$ cat config.mk
export PLATFORM = sky130hd
export DESIGN_NAME = irq_daisy_chain
export DESIGN_NICKNAME = d
export VERILOG_FILES = /design/src/rtl/irq_chain_pkg.sv /design/src/rtl/irq_ack_edge.sv /design/src/rtl/irq_slot.sv /design/src/rtl/irq_vec_mux.sv /design/src/rtl/irq_daisy_chain.sv
export SDC_FILE = /design/constraint.sdc
export NUM_CORES = 1
export LEC_CHECK = 0
export ABC_AREA = 1
export BUFFER_PORTS_ARGS = -buffer_cell sky130_fd_sc_hd__clkbuf_2
export CAP_MARGIN = 20
export CORE_AREA = 3 3 40 42
export DETAILED_ROUTE_END_ITERATION = 8
export DIE_AREA = 0 0 43 45
export PLACE_DENSITY = 0.67
export SKIP_CTS_REPAIR_TIMING = 1
export SLEW_MARGIN = 15
export SYNTH_ARGS = -nofsm -noshare
export SYNTH_HDL_FRONTEND = slang
export SYNTH_SLANG_ARGS = --single-unit
$ cat constraint.sdc
create_clock -name clk_i -period 2.3 [get_ports clk_i]
set_clock_uncertainty 0.2 [all_clocks]
set_input_delay 0.115 -clock clk_i [delete_from_list [all_inputs] [get_ports clk_i]]
set_output_delay 0.115 -clock clk_i [all_outputs]
set_load 0.03 [all_outputs]
$ cat src/rtl/irq_chain_pkg.sv
package irq_chain_pkg;
  function automatic int unsigned slot_vector(input int unsigned base,
                                              input int unsigned stride,
                                              input int unsigned idx);
    return base + stride * idx;
  endfunction
endpackage

$ cat src/rtl/irq_ack_edge.sv
module irq_ack_edge (
  input  logic clk_i,
  input  logic rst_ni,
  input  logic ack_i,
  output logic ack_act_o,
  output logic ack_rise_o,
  output logic ack_fall_o
);
  logic ack_q;

  always_ff @(posedge clk_i or negedge rst_ni) begin
    if (!rst_ni) ack_q <= 1'b0;
    else         ack_q <= ack_i;
  end

  assign ack_act_o  = ack_q;
  assign ack_rise_o = ack_i & ~ack_q;
  assign ack_fall_o = ~ack_i & ack_q;
endmodule

$ cat src/rtl/irq_slot.sv
module irq_slot #(
  parameter int unsigned VEC_W   = 8,
  parameter int unsigned VEC_VAL = 0
) (
  input  logic             clk_i,
  input  logic             rst_ni,
  input  logic             req_i,
  input  logic             ack_rise_i,
  input  logic             ack_fall_i,
  input  logic             pi_i,
  output logic             po_o,
  output logic             grant_o,
  output logic             pull_n_o,
  output logic [VEC_W-1:0] vec_o
);
  localparam logic [VEC_W-1:0] MyVec = VEC_W'(VEC_VAL);

  logic pend_q, snap_q;

  always_ff @(posedge clk_i or negedge rst_ni) begin
    if (!rst_ni) begin
      pend_q <= 1'b0;
      snap_q <= 1'b0;
    end else begin
      // request beats clear on the same edge
      if (req_i)                      pend_q <= 1'b1;
      else if (ack_fall_i && grant_o) pend_q <= 1'b0;
      if (ack_rise_i)                 snap_q <= pend_q;
    end
  end

  assign grant_o  = pi_i & snap_q;
  assign po_o     = pi_i & ~snap_q;
  assign pull_n_o = ~pend_q;
  assign vec_o    = grant_o ? MyVec : '0;

  assert_pend_hold_R3: assert property (@(posedge clk_i) disable iff (!rst_ni)
    (pend_q && !(ack_fall_i && grant_o)) |=> pend_q);

  assert_served_clear_R9: assert property (@(posedge clk_i) disable iff (!rst_ni)
    (ack_fall_i && grant_o && !req_i) |=> !pend_q);
endmodule

$ cat src/rtl/irq_vec_mux.sv
module irq_vec_mux #(
  parameter int unsigned NUM_SLOTS = 4,
  parameter int unsigned VEC_W     = 8
) (
  input  logic [NUM_SLOTS-1:0][VEC_W-1:0] slot_vec_i,
  input  logic [NUM_SLOTS-1:0]            grant_i,
  output logic [VEC_W-1:0]                vec_o,
  output logic                            valid_o
);
  // slot vectors are pre-gated by grant, so OR is the bus
  logic [NUM_SLOTS:0][VEC_W-1:0] acc;
  assign acc[0] = '0;
  for (genvar i = 0; i < NUM_SLOTS; i++) begin : g_or
    assign acc[i+1] = acc[i] | slot_vec_i[i];
  end
  assign vec_o   = acc[NUM_SLOTS];
  assign valid_o = |grant_i;
endmodule

$ cat src/rtl/irq_daisy_chain.sv
module irq_daisy_chain #(
  parameter int unsigned NUM_SLOTS  = 4,
  parameter int unsigned VEC_W      = 8,
  parameter int unsigned VEC_BASE   = 32'h20,
  parameter int unsigned VEC_STRIDE = 4
) (
  input  logic                 clk_i,
  input  logic                 rst_ni,
  input  logic [NUM_SLOTS-1:0] dev_req_i,
  input  logic                 ack_i,
  output logic                 irq_n_o,
  output logic [VEC_W-1:0]     vec_o,
  output logic                 vec_valid_o,
  output logic [NUM_SLOTS-1:0] chain_po_o
);
  import irq_chain_pkg::*;

  logic ack_act, ack_rise, ack_fall;
  logic [NUM_SLOTS:0]            pi_chain;
  logic [NUM_SLOTS-1:0]          grant, pull_n;
  logic [NUM_SLOTS-1:0][VEC_W-1:0] slot_vec;

  irq_ack_edge u_edge (
    .clk_i     (clk_i),
    .rst_ni    (rst_ni),
    .ack_i     (ack_i),
    .ack_act_o (ack_act),
    .ack_rise_o(ack_rise),
    .ack_fall_o(ack_fall)
  );

  assign pi_chain[0] = ack_act;

  for (genvar i = 0; i < NUM_SLOTS; i++) begin : g_slot
    irq_slot #(
      .VEC_W  (VEC_W),
      .VEC_VAL(slot_vector(VEC_BASE, VEC_STRIDE, i))
    ) u_slot (
      .clk_i     (clk_i),
      .rst_ni    (rst_ni),
      .req_i     (dev_req_i[i]),
      .ack_rise_i(ack_rise),
      .ack_fall_i(ack_fall),
      .pi_i      (pi_chain[i]),
      .po_o      (pi_chain[i+1]),
      .grant_o   (grant[i]),
      .pull_n_o  (pull_n[i]),
      .vec_o     (slot_vec[i])
    );
  end

  irq_vec_mux #(.NUM_SLOTS(NUM_SLOTS), .VEC_W(VEC_W)) u_mux (
    .slot_vec_i(slot_vec),
    .grant_i   (grant),
    .vec_o     (vec_o),
    .valid_o   (vec_valid_o)
  );

  // open-drain line: any slot pulling low wins
  assign irq_n_o    = &pull_n;
  assign chain_po_o = pi_chain[NUM_SLOTS:1];

  assert_single_grant_R4: assert property (@(posedge clk_i) disable iff (!rst_ni)
    $onehot0(grant));

  assert_claim_holds_line_R2: assert property (@(posedge clk_i) disable iff (!rst_ni)
    vec_valid_o |-> !irq_n_o);

  assert_idle_bus_R7: assert property (@(posedge clk_i) disable iff (!rst_ni)
    !ack_act |-> (!vec_valid_o && vec_o == '0 && chain_po_o == '0));

  assert_winner_frozen_R8: assert property (@(posedge clk_i) disable iff (!rst_ni)
    (ack_act && ack_i) |=> $stable(grant));
endmodule

==> qor.csv <==
metric;value;unit
grt ovf;0;
clock sinks;9;
mean post-synth cell area;8.46;µm²
clock buffer count from CTS;3;
Synth area leaders;dfrtp_1, buf_4, inv_1;
Final Hold Vio Count;0;
Routed Antenna Nets;0;
Leakage Power;0.350;nW
status;finished clean;
Fillers;126;
Tot Pwr;0.398;mW
via/cell ratio;4.23;
Crit-path slowest cell;dfrtp_1;
Crit Path Max Fanout;4;
die height;45;µm
mapped cell area;524;µm²
register bit count reported by yosys;9;
global-route wire length before repair;1.50;mm
placeable core area;1280;µm²
asr flop ratio synth;1.00;
Slew Limit Fails;0;
Tmin final;1.66;ns
Chip Width;43;µm
total power divided by cell area;610;nW/µm²
CP endpoint kind;output port;
synthesis-to-finish area growth;24.3;%
CP dominant cell by count;inv_2;
post-synth top area share;0.430;
layout cells sized above 1;0.390;
Setup CP Type;register to output port;
number of synthesized flops with an enable pin;0;
DP HPWL;724;µm
Initial DRC Count;4;
gp weighted congestion;0.759;
worst hold path type;input port to async pin;
yosys warns;0;
Final Cell Area;652;µm²
critical path startpoint category;register;
WP data arrival;1.34;ns
vias;410;
pin count of the biggest net entering global routing;10;
Storage cell area;225;µm²
diode count;0;
most frequent cells after synthesis;buf_4, dfrtp_1, inv_1, nand2_1, nor2_1;
boundary pin count;21;
dominant cell type by area after synthesis;dfrtp_1;
vias in the first global route;352;
Initial Util;0.408;
global route hottest layer;met2;
TritonRoute pass-1 iters;3;
MaxCap Viol Count;0;
WL/cell;9.52;µm
Root Driver;clkbuf_4;
CTS tree;yes;
IO buf count;15;
Worst Slack Setup Final;0.642;ns
initial antenna violation count;0;
die area;1940;µm²
gr usage total;0.110;
Peak Freq;603;MHz
Routed WL;923;µm
met3 Use GR;0.0239;
R2R setup slack;1.12;ns
post-route setup TNS;0;ns
Place WS;0.905;ns
met1 GRT Util;0.137;
multi-input logic area;205;µm²
Yosys cell types;21;
Residual DRC;0;
Final Cycle Share;0.721;
WP data required;1.99;ns
worst IR drop on VDD;0.288;mV
clock-pin slew on the worst setup and hold paths;0.06;ns
crit-path max cell delay;0.45;ns
Seq/Total Area, Yosys;0.430;
Cell Area, Placed;566;µm²
WHS;0.0382;ns
final setup fails;0;
NumNets Final;90;
# H-tree levels;1;
ys flop type;dfrtp_1;
synthesized instance count;62;
Worst-Skew Late Latency;0.25;ns
clock tree buffer depth;2;
grt met2 use;0.165;
Std-Cell Rows;13;
crit-path cells;inv_2 > nand3_2 > nor2_2 > inv_2 > o21ai_2 > clkbuf_2;
unrepaired setup endpoints after global routing;false;
## logic make-up after synthesis
kind of cell / after synthesis / synth area share
other cells: 1 / 0.00715
compound gates: 8 / 0.107
buf+inv: 20 / 0.208
simple gates: 24 / 0.248
flops: 9 / 0.430
## power breakdown
group	total, mW	internal [mW]	switching, mW
combinational	0.102	0.0327	0.0689
sequential	0.177	0.167	0.00993
clock	0.119	0.0667	0.0523
## final cells by class
cell class | instances | area share
flip-flops and latches | 9 | 0.345
multi-input cells | 37 | 0.315
repair buffers | 21 | 0.207
well taps | 15 | 0.0288
inverters | 11 | 0.0633
clock buffers | 4 | 0.0403
## state kept, by name (all words and copies together), names as in the netlist
signal	count
g_slot.u_slot.pend_q	4
u_edge.ack_act_o	1
g_slot.u_slot.snap_q	4
## path summary, 6_finish.rpt
| check | start | to | cells after the start |
|---|---|---|---|
| setup / recovery | g_slot[1].u_slot.snap_q | vec_o[2] | 6 |
| hold / removal | rst_ni | g_slot[2].u_slot.pend_q | 2 |
| setup reg to reg | g_slot[0].u_slot.snap_q | g_slot[1].u_slot.pend_q | 6 |
| hold reg to reg | g_slot[2].u_slot.pend_q | g_slot[2].u_slot.pend_q | 2 |
| max in group asynchronous | rst_ni | u_edge.ack_act_o | 2 |
| min in group clk_i | g_slot[2].u_slot.pend_q | g_slot[2].u_slot.pend_q | 2 |
## stage by stage
stage | util | cells
after floorplan | - | 66
after global placement | 0.440 | 87
after detailed placement | 0.440 | 87
after CTS | 0.461 | 91
after global routing | 0.507 | 97
final | 0.507 | 97
## per-layer routing
metal / vias to the layer above / part of all wire
li1: 218 / -
met1: 176 / 0.44
met2: 16 / 0.49
met3: 0 / 0.074
met4: 0 / 0
met5: - / 0
## placed cells by master (no fill, tap or decap), drive strengths merged
| master | count |
|---|---|
| clkbuf | 19 |
| dfrtp | 9 |
| inv | 11 |
| nand2 | 10 |
| nand4 | 1 |
| dlygate4sd3 | 6 |
| o21ai | 3 |
| nand3 | 2 |
| nor2 | 8 |
| o21bai | 2 |
| conb | 5 |
| a21oi | 3 |
| nand3b | 2 |
| nor4 | 1 |
## critical path: cells and delay by family, from the launching register on
kind,cells,cell delay [ns]
compound gates,1,0.09
buf+inv,3,0.34
flops,1,0.45
simple gates,2,0.21
Power figures use the tool's default switching activity.
